--- src/rtl/npc_pkg.sv ---
package npc_pkg;
    typedef enum logic [2:0] {
        FLOW_SEQ  = 3'd0,
        FLOW_BEQZ = 3'd1,
        FLOW_BNEZ = 3'd2,
        FLOW_JUMP = 3'd3,
        FLOW_JREG = 3'd4
    } flow_e;
endpackage

--- src/rtl/npc_targets.sv ---
module npc_targets #(
    parameter int PC_W   = 32,
    parameter int DISP_W = 16,
    parameter int JIDX_W = 26
) (
    input  logic [PC_W-1:0]   pc,
    input  logic [DISP_W-1:0] disp,
    input  logic [JIDX_W-1:0] jidx,
    output logic [PC_W-1:0]   seq_pc,
    output logic [PC_W-1:0]   br_pc,
    output logic [PC_W-1:0]   jmp_pc
);
    localparam int REGION_W = PC_W - JIDX_W - 2;
    localparam int EXT_W    = PC_W - DISP_W - 2;

    logic [PC_W-1:0] byte_off;

    always_comb begin
        seq_pc   = pc + PC_W'(4);
        byte_off = {{EXT_W{disp[DISP_W-1]}}, disp, 2'b00};
        br_pc    = seq_pc + byte_off;
        jmp_pc   = {pc[PC_W-1 -: REGION_W], jidx, 2'b00};
    end
endmodule

--- src/rtl/npc_cond.sv ---
module npc_cond #(
    parameter int PC_W = 32
) (
    input  npc_pkg::flow_e  kind,
    input  logic [PC_W-1:0] cond_val,
    output logic            br_go
);
    import npc_pkg::*;

    logic is_zero;

    always_comb begin
        is_zero = (cond_val == '0);
        unique case (kind)
            FLOW_BEQZ: br_go = is_zero;
            FLOW_BNEZ: br_go = !is_zero;
            default:   br_go = 1'b0;
        endcase
    end
endmodule

--- src/rtl/npc_unit.sv ---
module npc_unit #(
    parameter int          PC_W      = 32,
    parameter int          DISP_W    = 16,
    parameter int          JIDX_W    = 26,
    parameter logic [31:0] RESET_VEC = 32'h0000_0100
) (
    input  logic              clk_i,
    input  logic              rst_ni,
    input  logic              adv_en_i,
    input  logic [2:0]        flow_i,
    input  logic [DISP_W-1:0] br_disp_i,
    input  logic [JIDX_W-1:0] j_index_i,
    input  logic [PC_W-1:0]   reg_target_i,
    input  logic [PC_W-1:0]   cond_val_i,
    output logic [PC_W-1:0]   pc_o,
    output logic [PC_W-1:0]   next_pc_o,
    output logic              taken_o,
    output logic              tgt_misaligned_o
);
    import npc_pkg::*;

    localparam int REGION_W = PC_W - JIDX_W - 2;

    flow_e           kind;
    logic [PC_W-1:0] pc_q;
    logic [PC_W-1:0] seq_pc, br_pc, jmp_pc;
    logic            br_go;

    assign kind = flow_e'(flow_i);

    npc_targets #(.PC_W(PC_W), .DISP_W(DISP_W), .JIDX_W(JIDX_W)) u_targets (
        .pc     (pc_q),
        .disp   (br_disp_i),
        .jidx   (j_index_i),
        .seq_pc (seq_pc),
        .br_pc  (br_pc),
        .jmp_pc (jmp_pc)
    );

    npc_cond #(.PC_W(PC_W)) u_cond (
        .kind     (kind),
        .cond_val (cond_val_i),
        .br_go    (br_go)
    );

    // Output selection
    always_comb begin
        next_pc_o        = seq_pc;
        taken_o          = 1'b0;
        tgt_misaligned_o = 1'b0;
        unique case (kind)
            FLOW_BEQZ, FLOW_BNEZ: begin
                taken_o   = br_go;
                next_pc_o = br_go ? br_pc : seq_pc;
            end
            FLOW_JUMP: begin
                taken_o   = 1'b1;
                next_pc_o = jmp_pc;
            end
            FLOW_JREG: begin
                taken_o          = 1'b1;
                next_pc_o        = reg_target_i;
                tgt_misaligned_o = (reg_target_i[1:0] != 2'b00);
            end
            default: begin
                taken_o   = 1'b0;
                next_pc_o = seq_pc;
            end
        endcase
    end

    // PC register
    always_ff @(posedge clk_i or negedge rst_ni) begin
        if (!rst_ni)       pc_q <= PC_W'(RESET_VEC);
        else if (adv_en_i) pc_q <= next_pc_o;
    end

    assign pc_o = pc_q;

    AST_PC_HOLD: assert property (@(posedge clk_i) disable iff (!rst_ni)
        !adv_en_i |=> $stable(pc_o));
    AST_SEQ_STEP: assert property (@(posedge clk_i) disable iff (!rst_ni)
        (adv_en_i && !taken_o) |=> pc_o == $past(pc_o) + PC_W'(4));
    AST_JUMP_REGION: assert property (@(posedge clk_i) disable iff (!rst_ni)
        (adv_en_i && flow_i == 3'd3) |=> pc_o[PC_W-1 -: REGION_W] == $past(pc_o[PC_W-1 -: REGION_W]));
    AST_MISALIGN_KIND: assert property (@(posedge clk_i) disable iff (!rst_ni)
        tgt_misaligned_o |-> (flow_i == 3'd4 && taken_o));
    AST_LOAD_NEXT: assert property (@(posedge clk_i) disable iff (!rst_ni)
        adv_en_i |=> pc_o == $past(next_pc_o));
endmodule

--- config.mk ---
export PLATFORM = sky130hd
export DESIGN_NAME = npc_unit
export DESIGN_NICKNAME = d
export VERILOG_FILES = /design/src/rtl/npc_pkg.sv /design/src/rtl/npc_targets.sv /design/src/rtl/npc_cond.sv /design/src/rtl/npc_unit.sv
export SDC_FILE = /design/constraint.sdc
export NUM_CORES = 1
export LEC_CHECK = 0
export BUFFER_PORTS_ARGS = -buffer_cell sky130_fd_sc_hd__buf_2
export CAP_MARGIN = 20
export CORE_MARGIN = 5
export CORE_UTILIZATION = 40
export DETAILED_ROUTE_END_ITERATION = 8
export GPL_ROUTABILITY_DRIVEN = 0
export PLACE_DENSITY_LB_ADDON = 0.05
export SLEW_MARGIN = 20
export SYNTH_ARGS = -nofsm -noshare
export SYNTH_HDL_FRONTEND = slang
export SYNTH_SLANG_ARGS = --single-unit
--- constraint.sdc ---
create_clock -name clk_i -period 12 [get_ports clk_i]
set_input_delay 2.4 -clock clk_i [delete_from_list [all_inputs] [get_ports clk_i]]
set_output_delay 2.4 -clock clk_i [all_outputs]
set_load 0.01 [all_outputs]
==> results.ini, run 1 <==
[outcome]
status = completed

[job]
drv_cap = 0

[drt]
dr.pass1.iters = 5
drc = 0
ant_nets = 0
vias = 5307
viasPerCell = 5.95
drt_iter0_drc = 469
routed_wl_um = 17500
wire_per_inst_um = 19.6

[final_layout]
regArea_sq_um = 802
final_util = 0.500
multi_input_area_sq_um = 3570
layout-drive-gt1-share = 0.311
nets = 895
layout_common_cells = buf_2, nand2_1, a21oi_1
diodes = 0
final_common_cell = buf_2
syn2layout_area_growth_pct = 23.9
nFillCells = 1171
largest_register_ffs = 32

[worst_setup_path]
rrSetupSlack_ps = 7550
critPathTopFamily = compound AO/OA/AOI/OAI gates
ff2ff_path_depth = 13
critPathLaunchType = primary input
slowest_delay_ps = 650
rr_startpoint = pc_o[5]
crit_type = in2out
end_kind = output port
cp_slowest_cell = mux2_2
crit_chain = buf_2, nor4_1, nand4_1, nor2_1, mux2_2, o21ai_2, inv_1, o221ai_1, buf_2
r2r-end = pc_o[31]
crit_arrival_ps = 5160
path_common_cell = buf_2
cp_data_required_time_ps = 9600
path_max_fanout = 29
critPathBufInv = 3

[logic_synthesis]
syn_area_per_cell_sq_um = 7.70
yosys.area.top_type_share = 0.170
post_synth_num_cell_types = 72
syn-num-nets = 741
synth_seq_cells = 32
ys_async_sr_fraction = 1.00
ys_warn_count = 0
syn_inst = 594
yosysTopAreaCell = dfrtp_1
syn_area_sq_um = 4570
synth-seq-area-share = 0.175
synth_flop_cell = dfrtp_1
synth_area_leaders = dfrtp_1, ha_1, a21oi_1
synth_edf_count = 0

[global_routing]
antenna_found_initial = 0
use_met2 = 0.416
met3_usage = 0.0283
grt_usage = 0.250
grt-ovfl-total = 0
grt_pass1_wl_um = 26700
grt_max_degree = 46
grt.met1_usage = 0.338
grt_busiest_layer = met2
grt_pass1_vias = 5010

[cts]
cts_tree = done
cts_max_path_buffers = 2
clk_pin_slew_ps = 50
cts.hold.buffers_added = 0
postCtsSetupBuffers = 0
cts.sinks = 32
clk_latency_ps = 300
cts_root_buf = clkbuf_16
cts_inserted_buffers = 5
h-tree-depth = 2
cts_repair_resize_count = 0

[power_and_ir_drop]
p_leak_nw = 2.68
internal_power_mw = 0.491
power_switching_mw = 0.470
pwr-share-comb = 0.649
cellPowerDensity_nw_per_um2 = 170
swShare = 0.489
finalPower_mw = 0.961
power.share.clock = 0.146
power_frac_seq = 0.205
vdd_drop_max_mv = 0.0949

[floorplan]
coreArea_sq_um = 11300
initial_utilization = 0.404
die_h_um = 117
rows = 39
io_pins = 178
die_w_um = 117
die_area_sq_um = 13700

[min_path]
min_from = pc_o[1]
hold_class = reg2reg
whs_endpoint = pc_o[1]
hold_path_depth = 1

[timing]
skew_ps = 7.62
rsz0062_at_grt = false
min_period_over_period = 0.630
worst_pin_slew_ps = 1050
slew_headroom = 0.298
setup_violations = 0
fmax_mhz = 132
whs_ps = 531
setup_total_negative_slack_ps = 0
period_needed_ps = 7560
finalHoldViolCount = 0
maxSlewViolCount = 0

[place]
port_buffers = 177
hpwl_um = 13700

==> worst register-to-register path, cell delays in order (launching register included) <==
cell	delay, ps
dfrtp_1	440
and3_1	400
nand3_1	330
nor3_1	520
xnor2_1	300
inv_1	90
ha_1	430
nand3_1	140
or3_1	400
o22ai_1	330
nor2_1	110
a211oi_1	350
mux2i_1	310
a221oi_1	110
==> kinds of logic after synthesis <==
kind of cell | count (synthesis) | synth area share
AO/OA/AOI/OAI | 202 | 0.300
adder cells (fa/ha/maj) | 35 | 0.0974
AND/OR/NAND/NOR | 200 | 0.221
XOR/XNOR | 49 | 0.0955
flip-flops | 32 | 0.175
buffers and inverters | 49 | 0.0452
multiplexers | 27 | 0.0651
==> through the flow <==
step	std cells	worst slack, ps	cell area, sq um
5_1_grt	892	4170	5660
4_1_cts	892	4410	5660
3_5_place_dp	884	4430	5510
6_report	892	4440	5660
3_3_place_gp	884	4540	5510
2_1_floorplan	594	5190	4570
==> how the worst max path moves through the flow <==
stage / startpoint / to / slack (ps) / cells past startpoint
floorplan: br_disp_i[15] / next_pc_o[31] / 5190 / 10
finish: cond_val_i[24] / next_pc_o[3] / 4440 / 9
detailed placement: cond_val_i[9] / next_pc_o[3] / 4430 / 9
global route: cond_val_i[24] / next_pc_o[3] / 4170 / 9
CTS: cond_val_i[9] / next_pc_o[3] / 4410 / 9
global placement: br_disp_i[15] / next_pc_o[31] / 4540 / 10
==> layer usage <==
metal / share of wire / routed length [um] / vias to the layer above
met2: 0.49 / 8590 / 202
met3: 0.063 / 1110 / 21
met4: 0.020 / 359 / 0
li1: - / - / 2572
met5: 0 / 0 / -
met1: 0.43 / 7470 / 2512
==> layout make-up <==
type                            count  share of cell area
Inverter                           17              0.0113
Clock buffer                        7              0.0252
Sequential cell                    32               0.142
Clock inverter                      1             0.00133
Tap cell                          143              0.0316
Multi-Input combinational cell    513               0.630
Timing Repair Buffer              179               0.159
==> power groups by stage <==
stage	combinational, mW	sequential [mW]	clock (mW)
after global placement	0.611	0.197	0
after global routing	0.690	0.203	0.148
final	0.624	0.197	0.140
after CTS	0.620	0.197	0.144
after detailed placement	0.614	0.198	0
after floorplan	0.415	0.199	0
==> cell usage after synthesis (4+ instances only) <==
library cell  count
nand3_1          19
mux2i_1           5
dfrtp_1          31
a31oi_1          13
and2_1            5
mux2_2           22
and3_1            8
and4_1            6
nand2b_1          7
a21o_1           21
nand4_1          12
xnor2_1          27
clkbuf_1         19
o21bai_1          4
nand2_1          58
o22ai_1          15
o21ai_0          24
o211ai_1          6
nor3_1           11
a222oi_1         13
nor4_1            9
buf_2             8
a21oi_1          54
inv_1            17
ha_1             34
xor2_1           21
a211oi_1          7
nor2_1           44
Power figures use the tool's default switching activity.
==> inputs of run 2 (changes only) <==
--- a/config.mk
+++ b/config.mk
@@ -5,6 +5,7 @@
 export SDC_FILE = /design/constraint.sdc
 export NUM_CORES = 1
 export LEC_CHECK = 0
+export ABC_AREA = 1
 export BUFFER_PORTS_ARGS = -buffer_cell sky130_fd_sc_hd__buf_2
 export CAP_MARGIN = 20
 export CORE_MARGIN = 5
==> constraint.sdc (replaced) <==
create_clock -name clk_i -period 6.5 [get_ports clk_i]
set_input_delay 1.3 -clock clk_i [delete_from_list [all_inputs] [get_ports clk_i]]
set_output_delay 1.3 -clock clk_i [all_outputs]
set_load 0.01 [all_outputs]
==> results.ini, run 2 <==
[power_and_ir_drop]
p_leak_nw = 4.19
finalPower_mw = 1.64
cellPowerDensity_nw_per_um2 = 233
vdd_drop_max_mv = 0.195

[timing]
setup_total_negative_slack_ps = 0
finalHoldViolCount = 0
rsz0062_at_grt = false
setup_violations = 0
maxSlewViolCount = 0
worst_pin_slew_ps = 818
slew_headroom = 0.451
whs_ps = 556
min_period_over_period = 0.767
fmax_mhz = 201
skew_ps = 8.29
period_needed_ps = 4980

[logic_synthesis]
synth-seq-area-share = 0.136
post_synth_num_cell_types = 47
synth_edf_count = 0
syn_inst = 1096
ys_warn_count = 0
ys_async_sr_fraction = 1.00
syn-num-nets = 1243
syn_area_per_cell_sq_um = 5.38
synth_area_leaders = nand2_1, dfrtp_1, inv_1
syn_area_sq_um = 5890
synth_seq_cells = 32
yosys-top-cells-count = nand2_1, inv_1, nand3_1
yosysTopAreaCell = nand2_1
yosys.area.top_type_share = 0.273
synth_flop_cell = dfrtp_1
yosysMostFrequentCell = nand2_1

[cts]
cts_max_path_buffers = 2
h-tree-depth = 2
cts_inserted_buffers = 5
clk_pin_slew_ps = 50
postCtsSetupBuffers = 0
cts_root_buf = clkbuf_16
cts_repair_resize_count = 0
clk_latency_ps = 280
cts_tree = done
cts.hold.buffers_added = 0
cts.sinks = 32

[final_layout]
layout-drive-gt1-share = 0.194
layout_common_cells = nand2_1, inv_1, buf_2
final_cell_area_sq_um = 7060
fin_cells = 1443
final_common_cell = nand2_1
largest_register_ffs = 32
syn2layout_area_growth_pct = 19.8
nets = 1404

[worst_setup_path]
endpoint = next_pc_o[24]
end_kind = output port
slowest_delay_ps = 560
crit_arrival_ps = 3680
crit_chain = inv_1, nor3_2, nand2_1, nor2_2, xor2_1, inv_1, ha_1, nand2_1, nor2_1, inv_1, o21bai_1, nand2_1, nand3_1, nand2_1, nand3_1, nand3_1, and2_1, buf_2
ff2ff_path_depth = 16
cp-startpoint = pc_o[8]
cp_data_required_time_ps = 5200
critPathLaunchType = flop
path_max_fanout = 5
rrSetupSlack_ps = 3020
path_common_cell = nand2_1
crit_type = reg2out
r2r-end = pc_o[12]
rr_startpoint = pc_o[8]
cp_slowest_cell = dfstp_2

[drt]
routed_wl_um = 22100
drc = 0
dr.pass1.iters = 7
viasPerCell = 4.95
drt_iter0_drc = 399
ant_nets = 0
vias = 7144
wire_per_inst_um = 15.3

[floorplan]
rows = 44
coreArea_sq_um = 14500
initial_utilization = 0.407
io_pins = 178
die_area_sq_um = 17300
die_w_um = 131
die_h_um = 131

[outcome]
status = completed

[place]
placed_cell_area_sq_um = 6870
hpwl_um = 18800
placedCellCount = 1434
port_buffers = 177

[global_routing]
grt_usage = 0.247
grt_max_degree = 40
grt_pass1_wl_um = 35000
grt_pass1_vias = 6762
antenna_found_initial = 1
grt-ovfl-total = 0

[min_path]
hold_class = reg2reg

[job]
drv_cap = 0

-- run 2: changes by cell type in the layout (fill, tap and decap cells not counted), sizes merged, moves of 19 or more --
cell,delta
nand2,+384
nor2,+57
inv,+180
a21oi,-28
nand4,+24
nand3,+82
xnor2,-19
a21o,-19
mux2,-22
-- run 2: final cells by class --
type | count | area (sq um)
clock buffers | 7 | 153
inverters | 198 | 746
fillers | 1683 | 7420
repair buffers | 178 | 893
well taps | 184 | 230
clock inverters | 1 | 30.0
multi-input cells | 842 | 4200
diodes | 1 | 2.50
flip-flops and latches | 32 | 802
-- run 2: per-stage QoR --
| stage | utilization | setup WS (ps) |
|---|---|---|
| after floorplan | - | 2380 |
| after global routing | 0.488 | 1210 |
| after global placement | 0.475 | 1620 |
| after detailed placement | 0.475 | 1640 |
| after CTS | 0.487 | 1530 |
| final | 0.488 | 1520 |
-- run 2: cell families (layout without fill, tap and decap cells) --
group | after synthesis | in the layout | synth area share
AOI/OAI and AO/OA | 63 | 63 | 0.0603
xor gates and xnor gates | 24 | 24 | 0.0357
adders and majority gates | 35 | 35 | 0.0756
buffers and inverters | 222 | 384 | 0.151
DFF | 32 | 32 | 0.136
other | 0 | 1 | 0
and+or+nand+nor | 720 | 720 | 0.542
-- run 2: routing by layer --
metal	share of wire	GRT usage	vias to the layer above
met5	0	0	-
met4	0.020	0.0611	0
met3	0.053	0.0237	29
met2	0.46	0.401	194
met1	0.47	0.352	3197
li1	-	-	3724
-- run 2: power breakdown --
group / internal [mW] / switching (mW) / leakage [nW]
Sequential: 0.243 / 0.0711 / 0.403
Clock: 0.202 / 0.0865 / 0.0901
Combinational: 0.361 / 0.681 / 3.69
-- run 2: worst min-delay path by stage --
stage / startpoint / cells after the start / slack [ps] / to
after floorplan: pc_o[15] / 2 / 550 / pc_o[15]
after global placement: pc_o[15] / 2 / 550 / pc_o[15]
after detailed placement: pc_o[15] / 2 / 550 / pc_o[15]
after CTS: pc_o[15] / 2 / 560 / pc_o[15]
after global routing: pc_o[29] / 2 / 590 / pc_o[29]
final: pc_o[15] / 2 / 560 / pc_o[15]
-- run 2: critical path: cells and delay by family (launching register included) --
kind | cells | cell delay (ps)
buffers and inverters | 4 | 430
AOI/OAI and AO/OA | 1 | 230
DFF | 1 | 560
xor gates and xnor gates | 1 | 200
and+or+nand+nor | 11 | 1570
adders and majority gates | 1 | 400
==> inputs of run 3 (changes only) <==
--- a/config.mk
+++ b/config.mk
@@ -5,7 +5,7 @@
 export SDC_FILE = /design/constraint.sdc
 export NUM_CORES = 1
 export LEC_CHECK = 0
-export ABC_AREA = 1
+export ABC_AREA = 0
 export BUFFER_PORTS_ARGS = -buffer_cell sky130_fd_sc_hd__buf_2
 export CAP_MARGIN = 20
 export CORE_MARGIN = 5
==> constraint.sdc (replaced) <==
create_clock -name clk_i -period 5 [get_ports clk_i]
set_input_delay 1 -clock clk_i [delete_from_list [all_inputs] [get_ports clk_i]]
set_output_delay 1 -clock clk_i [all_outputs]
set_load 0.01 [all_outputs]
==> results.ini, run 3 (synthesized netlist as in run 1, its figures left out) <==
[outcome]
status = completed

[cts]
clk_pin_slew_ps = 60
h-tree-depth = 2
clk_latency_ps = 280
cts_tree = done
cts_max_path_buffers = 2
cts_root_buf = clkbuf_16
cts_inserted_buffers = 5
cts.sinks = 32

[final_layout]
regArea_sq_um = 805
final_common_cell = buf_2
nFillCells = 1122
largest_register_ffs = 32
layout-drive-gt1-share = 0.371
syn2layout_area_growth_pct = 31.9
nets = 922
final_util = 0.533
multi_input_area_sq_um = 3730
layout_common_cells = buf_2, nand2_1, a21oi_1
diodes = 0
final_cell_area_sq_um = 6030

[job]
drv_cap = 0

[worst_setup_path]
critPathBufInv = 1
crit_arrival_ps = 3860
cp_slowest_cell = dfstp_2
slowest_delay_ps = 600
crit_type = reg2out
critPathTopFamily = compound AO/OA/AOI/OAI gates
path_common_cell = nor2_2
cp_data_required_time_ps = 4000
crit_chain = and3_4, nand4_1, nor2_2, and4_2, xor2_2, ha_1, a21o_1, a211o_1, a2111oi_4, nor2_2, nor3_2, a211oi_2, mux2i_1, a32oi_1, buf_2
end_kind = output port
critPathLaunchType = flop
path_max_fanout = 5

[floorplan]
die_h_um = 117
initial_utilization = 0.404
die_w_um = 117
coreArea_sq_um = 11300
die_area_sq_um = 13700
io_pins = 178
rows = 39

[timing]
finalHoldViolCount = 0
rsz0062_at_grt = true
min_period_over_period = 0.971
whs_ps = 543
worst_pin_slew_ps = 951
skew_ps = 2.36
slew_headroom = 0.366
period_needed_ps = 4860
maxSlewViolCount = 0
fmax_mhz = 206
setup_violations = 0

[min_path]
hold_class = reg2reg

[drt]
viasPerCell = 5.91
routed_wl_um = 18000
dr.pass1.iters = 6
wire_per_inst_um = 19.6
ant_nets = 0
drc = 0
vias = 5434
drt_iter0_drc = 356

[global_routing]
grt_max_degree = 46
grt_pass1_wl_um = 26500
grt-ovfl-total = 0
antenna_found_initial = 0
grt_pass1_vias = 5127
grt_usage = 0.247

[place]
placed_cell_area_sq_um = 5660
hpwl_um = 14300
port_buffers = 177

[power_and_ir_drop]
cellPowerDensity_nw_per_um2 = 405
vdd_drop_max_mv = 0.275
p_leak_nw = 2.85

run 3: changes by cell type in the layout (fill, tap and decap cells not counted), sizes merged, moves of 19 or more:
cell   previous run  this run
nand2           443        59
inv             197        17
nand3           102        20
nor2            103        46
a21oi            27        55
buf             178       206
nand4            37        13
mux2              0        22
a21o              2        21
xnor2             8        27
run 3: report_power, final:
group / internal (mW) / total, mW / switching (mW)
combinational: 0.718 / 1.65 / 0.928
clock: 0.185 / 0.319 / 0.133
sequential: 0.342 / 0.478 / 0.136
run 3: stage by stage:
step                      setup TNS, ps  setup slack, ps  std cells  total power, mW
after floorplan                       0              383        594             1.48
after global placement                0              205        903             2.00
after detailed placement              0              240        903             2.01
after CTS                             0             13.4        911             2.36
after global routing              -51.8            -38.2        919             2.63
final                                 0              145        919             2.44
run 3: final timing paths:
kind                          from       endpoint  slack (ps)  cells past startpoint
max                        pc_o[8]  next_pc_o[31]         140                     15
min                        pc_o[1]        pc_o[1]         540                      1
max reg2reg                pc_o[8]       pc_o[31]        1260                     15
min reg2reg                pc_o[1]        pc_o[1]         540                      1
max in group asynchronous   rst_ni        pc_o[2]        3630                      1
min in group asynchronous   rst_ni       pc_o[23]         800                      1
run 3: cell type report:
class	instances	area share
Timing Repair Buffer	206	0.183
Inverter	17	0.0106
Clock inverter	3	0.00394
Sequential cell	32	0.133
Multi-Input combinational cell	513	0.619
Tap cell	143	0.0297
Clock buffer	5	0.0207
run 3: metal layers:
metal  routed length (um)  share of wire  vias to the layer above  global-route usage
li1                     -              -                     2618                   -
met1                 7340           0.41                     2543               0.316
met2                 8930           0.50                      231               0.424
met3                 1120          0.062                       42              0.0231
met4                  601          0.033                        0               0.106
met5                    0              0                        -                   0
run 3: what timing repair did:
action                                  4_1_cts  5_1_grt
endpoints found under the setup margin        3       10
pin swaps                                     0        8
resized for setup                             8       26
buffers inserted                              0        8
hold endpoints to repair                      0        0
hold buffers                                  0        0
